File: src/rtl/clksync_rx_pkg.sv
package clksync_rx_pkg;
  localparam int unsigned BYTE_W       = 8;
  localparam int unsigned DIVSEL_W     = 3;
  localparam int unsigned MIN_DIV_LOG2 = 3;

  typedef enum logic {SRC_INTERNAL = 1'b0, SRC_EXTERNAL = 1'b1} clk_src_e;

  // number of system cycles in half a serial clock period
  function automatic int unsigned half_period(input int unsigned sel);
    return 32'd1 << (MIN_DIV_LOG2 - 1 + sel);
  endfunction
endpackage

File: src/rtl/clksync_rx_clkgen.sv
module clksync_rx_clkgen
  import clksync_rx_pkg::*;
#(
  parameter int unsigned SEL_W = DIVSEL_W,
  parameter int unsigned CNT_W = MIN_DIV_LOG2 + (1 << SEL_W)
) (
  input  logic             clk,
  input  logic             rst_n,
  input  logic             ext_mode,
  input  logic             run,
  input  logic [SEL_W-1:0] div_sel,
  input  logic             sck_in,
  input  logic             sdi,
  output logic             sck_out,
  output logic             bit_stb,
  output logic             bit_val
);
  logic [CNT_W-1:0] cnt;
  logic             sck_q;
  logic [2:0]       sck_sync;
  logic [1:0]       sdi_sync;

  logic half_done, int_rise, ext_rise;
  assign half_done = (cnt == CNT_W'(half_period({{(32-SEL_W){1'b0}}, div_sel}) - 1));
  assign int_rise  = run && !ext_mode && half_done && !sck_q;
  assign ext_rise  = ext_mode && sck_sync[1] && !sck_sync[2];

  always_ff @(posedge clk or negedge rst_n) begin
    if (!rst_n) begin
      cnt      <= '0;
      sck_q    <= 1'b1;
      sck_sync <= 3'b111;
      sdi_sync <= 2'b00;
      bit_stb  <= 1'b0;
      bit_val  <= 1'b0;
    end else begin
      sck_sync <= {sck_sync[1:0], sck_in};
      sdi_sync <= {sdi_sync[0], sdi};
      if (!run || ext_mode) begin
        cnt   <= '0;
        sck_q <= 1'b1;
      end else if (half_done) begin
        cnt   <= '0;
        sck_q <= !sck_q;
      end else begin
        cnt <= cnt + CNT_W'(1);
      end
      bit_stb <= int_rise || ext_rise;
      bit_val <= ext_mode ? sdi_sync[1] : sdi;
    end
  end

  assign sck_out = sck_q;

  // a stopped or external-mode generator parks the clock high
  p_idle_high_r3: assert property (@(posedge clk) disable iff (!rst_n)
    (!run || ext_mode) |=> sck_out);
  // in internal mode the clock may only change after a full half period
  p_half_hold_r3: assert property (@(posedge clk) disable iff (!rst_n)
    (run && !ext_mode && !half_done) |=> $stable(sck_out));
endmodule

File: src/rtl/clksync_rx_shifter.sv
module clksync_rx_shifter #(
  parameter int unsigned W = 8
) (
  input  logic         clk,
  input  logic         rst_n,
  input  logic         clr,
  input  logic         stb,
  input  logic         bit_val,
  output logic         byte_done,
  output logic [W-1:0] byte_data,
  output logic         at_boundary
);
  localparam int unsigned CW = $clog2(W);

  logic [W-1:0]  sr;
  logic [CW-1:0] cnt;
  logic          last;

  assign last        = (cnt == CW'(W - 1));
  assign byte_data   = {bit_val, sr[W-1:1]};
  assign byte_done   = stb && last && !clr;
  assign at_boundary = (cnt == '0);

  always_ff @(posedge clk or negedge rst_n) begin
    if (!rst_n) begin
      sr  <= '0;
      cnt <= '0;
    end else if (clr) begin
      sr  <= '0;
      cnt <= '0;
    end else if (stb) begin
      sr  <= byte_data;
      cnt <= last ? '0 : cnt + CW'(1);
    end
  end

  // a clear always restarts on the first bit of a byte
  p_clear_restart_r9: assert property (@(posedge clk) disable iff (!rst_n)
    clr |=> at_boundary);
endmodule

File: src/rtl/clksync_rx.sv
module clksync_rx
  import clksync_rx_pkg::*;
#(
  parameter int unsigned DATA_W = BYTE_W,
  parameter int unsigned SEL_W  = DIVSEL_W
) (
  input  logic              clk,
  input  logic              rst_n,
  input  logic              ext_mode,
  input  logic [SEL_W-1:0]  div_sel,
  input  logic              start,
  input  logic              abort,
  input  logic              rd_en,
  input  logic              sck_in,
  input  logic              sdi,
  output logic              sck_out,
  output logic              sck_oe,
  output logic [DATA_W-1:0] rd_data,
  output logic              full_irq,
  output logic              busy,
  output logic              overrun
);
  localparam int unsigned CNT_W = MIN_DIV_LOG2 + (1 << SEL_W);

  logic              mode_q, start_q, busy_q, buf_valid, ovr_q, irq_q;
  logic [DATA_W-1:0] buf_q;
  logic              stb, bval, byte_done, at_bnd;
  logic [DATA_W-1:0] byte_data;

  // named internal events
  logic mode_chg, kill, start_rise, stall, run, accept, store, drop, stop_done;
  assign mode_chg   = (ext_mode != mode_q);
  assign kill       = abort || mode_chg;
  assign start_rise = start && !start_q;
  assign stall      = at_bnd && (buf_valid || !start);
  assign run        = busy_q && !stall && !kill;
  assign accept     = byte_done && busy_q;
  assign store      = accept && (!buf_valid || rd_en);
  assign drop       = accept && buf_valid && !rd_en;
  assign stop_done  = busy_q && at_bnd && !start;

  clksync_rx_clkgen #(.SEL_W(SEL_W), .CNT_W(CNT_W)) u_clkgen (
    .clk(clk), .rst_n(rst_n), .ext_mode(ext_mode), .run(run),
    .div_sel(div_sel), .sck_in(sck_in), .sdi(sdi),
    .sck_out(sck_out), .bit_stb(stb), .bit_val(bval)
  );

  clksync_rx_shifter #(.W(DATA_W)) u_shift (
    .clk(clk), .rst_n(rst_n), .clr(!busy_q || kill), .stb(stb && busy_q),
    .bit_val(bval), .byte_done(byte_done), .byte_data(byte_data),
    .at_boundary(at_bnd)
  );

  always_ff @(posedge clk or negedge rst_n) begin
    if (!rst_n) begin
      mode_q  <= SRC_INTERNAL;
      start_q <= 1'b0;
      busy_q  <= 1'b0;
    end else begin
      mode_q  <= ext_mode;
      start_q <= start;
      if (kill)                    busy_q <= 1'b0;
      else if (!busy_q && start_rise) busy_q <= 1'b1;
      else if (stop_done)          busy_q <= 1'b0;
    end
  end

  always_ff @(posedge clk or negedge rst_n) begin
    if (!rst_n) begin
      buf_q     <= '0;
      buf_valid <= 1'b0;
      ovr_q     <= 1'b0;
      irq_q     <= 1'b0;
    end else if (mode_chg) begin
      buf_q     <= '0;
      buf_valid <= 1'b0;
      ovr_q     <= 1'b0;
      irq_q     <= 1'b0;
    end else begin
      irq_q <= store;
      if (rd_en) begin
        buf_valid <= 1'b0;
        ovr_q     <= 1'b0;
      end
      if (store) begin
        buf_q     <= byte_data;
        buf_valid <= 1'b1;
      end
      if (drop) ovr_q <= 1'b1;
    end
  end

  assign sck_oe   = (ext_mode == SRC_INTERNAL);
  assign rd_data  = buf_q;
  assign full_irq = irq_q;
  assign busy     = busy_q;
  assign overrun  = ovr_q;

  p_irq_pulse_r2: assert property (@(posedge clk) disable iff (!rst_n)
    full_irq |=> !full_irq);
  p_irq_has_data_r2: assert property (@(posedge clk) disable iff (!rst_n)
    full_irq |-> buf_valid);
  p_hold_clock_r4: assert property (@(posedge clk) disable iff (!rst_n)
    (!ext_mode && busy_q && at_bnd && buf_valid) |-> sck_out);
  p_no_int_overrun_r5: assert property (@(posedge clk) disable iff (!rst_n)
    drop |-> ext_mode);
  p_drop_keeps_data_r5: assert property (@(posedge clk) disable iff (!rst_n)
    (drop && !mode_chg) |=> ($stable(rd_data) && overrun));
  p_abort_stops_r9: assert property (@(posedge clk) disable iff (!rst_n)
    abort |=> !busy);
  p_mode_clears_r10: assert property (@(posedge clk) disable iff (!rst_n)
    mode_chg |=> (rd_data == '0 && !overrun && !busy));
endmodule

File: config.mk
export PLATFORM = sky130hd
export DESIGN_NAME = clksync_rx
export DESIGN_NICKNAME = d
export VERILOG_FILES = /design/src/rtl/clksync_rx_pkg.sv /design/src/rtl/clksync_rx_clkgen.sv /design/src/rtl/clksync_rx_shifter.sv /design/src/rtl/clksync_rx.sv
export SDC_FILE = /design/constraint.sdc
export NUM_CORES = 1
export LEC_CHECK = 0
export ABC_AREA = 0
export ABC_CLOCK_PERIOD_IN_PS = 2100
export CAP_MARGIN = 20
export CORE_UTILIZATION = 56
export DETAILED_ROUTE_END_ITERATION = 8
export PLACE_DENSITY = 0.79
export REMOVE_ABC_BUFFERS = 1
export SLEW_MARGIN = 20
export SYNTH_ARGS = -nofsm -noshare
export SYNTH_HDL_FRONTEND = slang
export SYNTH_HIERARCHICAL = 1
export SYNTH_SLANG_ARGS = --single-unit
export TNS_END_PERCENT = 1
File: constraint.sdc
create_clock -name clk -period 2.1 [get_ports clk]
set_input_delay 0.21 -clock clk [delete_from_list [all_inputs] [get_ports clk]]
set_output_delay 0.21 -clock clk [all_outputs]
set_load 0.01 [all_outputs]
==> results.env, run 1 <==
POWER.TOTAL_W=0.001675
CRIT_FANOUT=6
SYNTH-XOR-AREA-SHARE_PCT=7.575
GRT_FIRST_PASS_WIRELENGTH_UM=8142
INITIAL_CORE_UTIL_PCT=60.44
ANTENNA_FOUND_INITIAL=0
GRT_OVF=0
CORE_AREA_UM2=3799
VDD_IR_DROP_MAX_V=0.0005244
POST-ROUTE-PERIOD-UTIL_PCT=120.2
GRT.TOTAL_USAGE_PCT=25.68
DPL-INSTANCE-AREA_UM2=2650
TIMING.SLEW.HEADROOM_PCT=46.26
FIRST_ITER_VIOLATIONS=130
CLKTRANSATPATHREGS_NS=0.08
ROUTE.DETAILED.VIAS_PER_INST=5.685
FINISH.NET_COUNT=284
DATA_REQUIRED_TIME_AT_THE_WORST_ENDPOINT_NS=2.25
POST_SYNTHESIS_SIMPLE_GATE_AREA_FRACTION_PCT=18.75
SYNTH_SEQUENTIAL_AREA_RATIO_PCT=47.08
FIRST_PASS_ITERS=4
DETAIL-ROUTE-ANTENNA-NETS=0
ROWS=22
DIE_AREA_UM2=4360
CTS_BUFFER_DEPTH=2
HOLD_PATH_CLASS='primary input to register'
LAYOUT-AREA-OVERHEAD-VS-SYNTH_PCT=29.21
SYNTHADDERAREAFRAC_PCT=5.995
COMPOUND_GATE_PORTION_OF_THE_SYNTHESIZED_AREA_PCT=10.25
GRT_START_MAX_NET_PINS=44
DRT_DRC_VIOLATIONS_LEFT=0
NFILLCELLS=239
POSTLAYOUTCELLAREA_UM2=2967
SYNTHARSTFLOPSHARE_PCT=100.0
FINALWORSTSETUPSLACK_NS=-0.4237
TIMING.SETUP.CRITICAL_PATH_CLASS='primary input to register'
SYNTH_EDF_COUNT=0
SYN_INST=214
STATUS='finished with violations'
TRITONCTS='yes'
DIE-HEIGHT_UM=66.03
WL_PER_CELL_UM=15.67
CELL_AREA_AFTER_TECHNOLOGY_MAPPING_UM2=2296
CLOCK-SKEW-FINAL_NS=0.007052
MAXCAPVIOLATIONS=0
SYNTH.AVG_CELL_AREA_UM2=10.73
SLEW_VIOLATIONS=0
FINAL_HOLD_VIOL_COUNT=0
SYNTHFLOPTYPE='sky130_fd_sc_hd__dfrtp_1'
CTS.ROOT.BUFFER_CELL='sky130_fd_sc_hd__clkbuf_8'
DOMINANT_COMBINATIONAL_CELL_FAMILY_BY_AREA_AFTER_SYNTHESIS='simple AND/OR/NAND/NOR gates'
FMAXACHIEVABLE_MHz=396.2
VIA_COUNT_OF_THE_FIRST_GLOBAL_ROUTING_PASS=1677
DIE_WIDTH_UM=66.03
POWER.DENSITY_CELL_AREA_nW_PER_UM2=564.5
YOSYS-MUX-AREA-FRACTION_PCT=4.850
FINALWIRELENGTH_UM=4872
CLOCK_LATENCY_NS=0.29
P_LEAK_nW=1.252
AREA_OCCUPIED_BY_MULTI_INPUT_GATES_UM2=1217
PLACEMENT.IO_BUFFERS=23
NUMCLOCKSINKS=43
DETAILEDPLACEMENTHPWL_UM=3030
CRIT_ARRIVAL_NS=2.67
UNREPAIRED_SETUP_ENDPOINTS_AFTER_GLOBAL_ROUTING='true'
CTS_MADE_BUFFERS=5
AREA.SEQUENTIAL_UM2=1081
VIAS=1768
ANTENNA_CELLS=0
CTSHTREEMAXLEVEL=2
SYNTHESIS.YOSYS.WARNINGS=6
SHORTEST_CLOCK_PERIOD_THE_WORST_PATH_ALLOWS_AFTER_LAYOUT_NS=2.524
SYNTH.FF_LATCH_COUNT=43
POST_SYNTH_NUM_CELL_TYPES=51
START_KIND='primary input'
FINAL-SETUP-VIOL-COUNT=13
TYPE_OF_ELEMENT_CAPTURING_THE_CRITICAL_PATH='register'
POST_ROUTE_CELLS_DRIVE_ABOVE_1_SHARE_PCT=27.76
FAILING_CHECKS='setup timing'
FIN_UTIL_PCT=78.10
PIN_COUNT=24
ROUTABILITYCONGESTION=0.8091
TIGHTESTPINTRANSITION_NS=0.8061
[cell families after synthesis]
kind of cell             Yosys count
buffers and inverters             19
adder cells (fa/ha/maj)           11
flip-flops                        43
multiplexers                      11
AO/OA/AOI/OAI                     34
AND/OR/NAND/NOR                   77
XOR/XNOR                          19
[what timing repair did]
action / in CTS / in global routing
gates resized for setup: 38 / 4
pin swaps: 17 / 0
cloned: 1 / 0
hold buffers: 1 / 0
setup buffers: 5 / 0
hold endpoints to repair: 39 / 0
endpoints found under the setup margin: 13 / 13
[synth_stat cells, types with 2 or more instances]
cell type / number / area (µm²)
sky130_fd_sc_hd__dfrtp_1: 39 / 975.9
sky130_fd_sc_hd__nor2_1: 17 / 63.81
sky130_fd_sc_hd__nor3_1: 13 / 65.06
sky130_fd_sc_hd__nand3_1: 12 / 60.06
sky130_fd_sc_hd__a21oi_1: 11 / 55.05
sky130_fd_sc_hd__ha_1: 11 / 137.6
sky130_fd_sc_hd__mux2i_1: 10 / 100.1
sky130_fd_sc_hd__o21ai_1: 10 / 50.05
sky130_fd_sc_hd__xnor2_1: 9 / 78.83
sky130_fd_sc_hd__xor2_1: 9 / 78.83
sky130_fd_sc_hd__inv_1: 8 / 30.03
sky130_fd_sc_hd__nand2_1: 6 / 22.52
sky130_fd_sc_hd__and3_1: 4 / 25.02
sky130_fd_sc_hd__dfstp_2: 4 / 105.1
sky130_fd_sc_hd__nand2b_1: 4 / 25.02
sky130_fd_sc_hd__buf_4: 3 / 22.52
sky130_fd_sc_hd__buf_6: 3 / 33.78
sky130_fd_sc_hd__clkbuf_1: 3 / 11.26
sky130_fd_sc_hd__nand4_1: 3 / 18.77
sky130_fd_sc_hd__nor4b_1: 2 / 17.52
sky130_fd_sc_hd__or3b_2: 2 / 17.52
sky130_fd_sc_hd__or4b_1: 2 / 20.02
[placed cells by master (no fill, tap or decap), drive strengths merged, types with 3 or more instances in the layout]
cell | synthesis | final
a21oi | 12 | 12
and3 | 4 | 4
buf | 7 | 31
clkbuf | 4 | 5
clkdlybuf4s50 | 0 | 19
dfrtp | 39 | 39
dfstp | 4 | 4
ha | 11 | 11
inv | 8 | 8
mux2i | 10 | 10
nand2 | 6 | 6
nand2b | 4 | 4
nand3 | 12 | 12
nand4 | 3 | 3
nor2 | 17 | 17
nor3 | 13 | 13
o21ai | 11 | 11
or3b | 3 | 3
xnor2 | 9 | 9
xor2 | 10 | 10
[worst paths after layout]
| path | startpoint | end | slack [ns] | cells after the start |
|---|---|---|---|---|
| min in group asynchronous | rst_n | u_clkgen/cnt[2] | 0.50 | 3 |
| setup / recovery | div_sel[2] | u_clkgen/cnt[2] | -0.42 | 12 |
| setup reg to reg | u_shift/cnt[0] | u_clkgen/bit_stb | 0.05 | 8 |
| hold reg to reg | u_clkgen/sck_sync[0] | u_clkgen/sck_sync[1] | 0.36 | 0 |
| max in group asynchronous | rst_n | u_clkgen/sck_sync[1] | 1.23 | 3 |
| hold / removal | sck_in | u_clkgen/sck_sync[0] | 0.34 | 1 |
[where the power goes]
part	switching [W]	internal, W
sequential	0.00000526	0.000839
combinational	0.0000938	0.0000947
clock	0.000287	0.000354
[per-layer routing]
metal  vias up  track usage [%]  wire [µm]
met5         -                0          0
met4         0            10.11         85
met3         9            5.345        195
met2        52            37.37       2221
met1       855            37.43       2370
li1        852                -          -
[worst max-delay path, stage by stage]
cell and delay [ns]:
sky130_fd_sc_hd__buf_8 0.10, sky130_fd_sc_hd__inv_6 0.05, sky130_fd_sc_hd__ha_4 0.19, sky130_fd_sc_hd__nand2b_4 0.13, sky130_fd_sc_hd__or3b_4 0.40, sky130_fd_sc_hd__ha_4 0.27
sky130_fd_sc_hd__xor2_1 0.15, sky130_fd_sc_hd__nand4_1 0.11, sky130_fd_sc_hd__or4_4 0.52, sky130_fd_sc_hd__a2111oi_4 0.27, sky130_fd_sc_hd__buf_6 0.20, sky130_fd_sc_hd__nor3_2 0.05
[final cells by class]
| class | instances | share of cell area [%] |
|---|---|---|
| tap | 48 | 2.024 |
| timing repair buffer | 52 | 15.44 |
| multi-input combinational | 152 | 41.04 |
| clock inverter | 3 | 1.476 |
| clock buffer | 5 | 2.320 |
| inverter | 8 | 1.265 |
| sequential | 43 | 36.44 |
[flip-flops by register name, summed over array words and instances (netlist names), 2 cells and up]
signal,flops
u_clkgen/cnt,11
u_clkgen/sdi_sync,2
u_clkgen/sck_sync,3
rd_data,8
u_shift/cnt,3
u_shift/sr,7
[per-stage QoR]
step / cells / worst slack, ns / hold WS [ns] / TNS, ns
after floorplan: 203 / -0.9376 / -0.08559 / -11.96
after global placement: 296 / -1.362 / 0.3011 / -17.69
after detailed placement: 296 / -1.435 / 0.2986 / -18.33
after CTS: 311 / -0.3591 / 0.3359 / -4.421
after global routing: 311 / -0.5032 / 0.3168 / -6.298
final: 311 / -0.4237 / 0.3366 / -5.271
No activity file was read; power rests on OpenSTA's default activity.
==> run 2: changes to the inputs <==
--- a/config.mk
+++ b/config.mk
@@ -12,7 +12,6 @@
 export DETAILED_ROUTE_END_ITERATION = 8
 export PLACE_DENSITY = 0.79
 export REMOVE_ABC_BUFFERS = 1
-export SLEW_MARGIN = 20
 export SYNTH_ARGS = -nofsm -noshare
 export SYNTH_HDL_FRONTEND = slang
 export SYNTH_HIERARCHICAL = 1
==> results of run 2 <==
Final layout, timing and power as in run 1 (identical DEF).
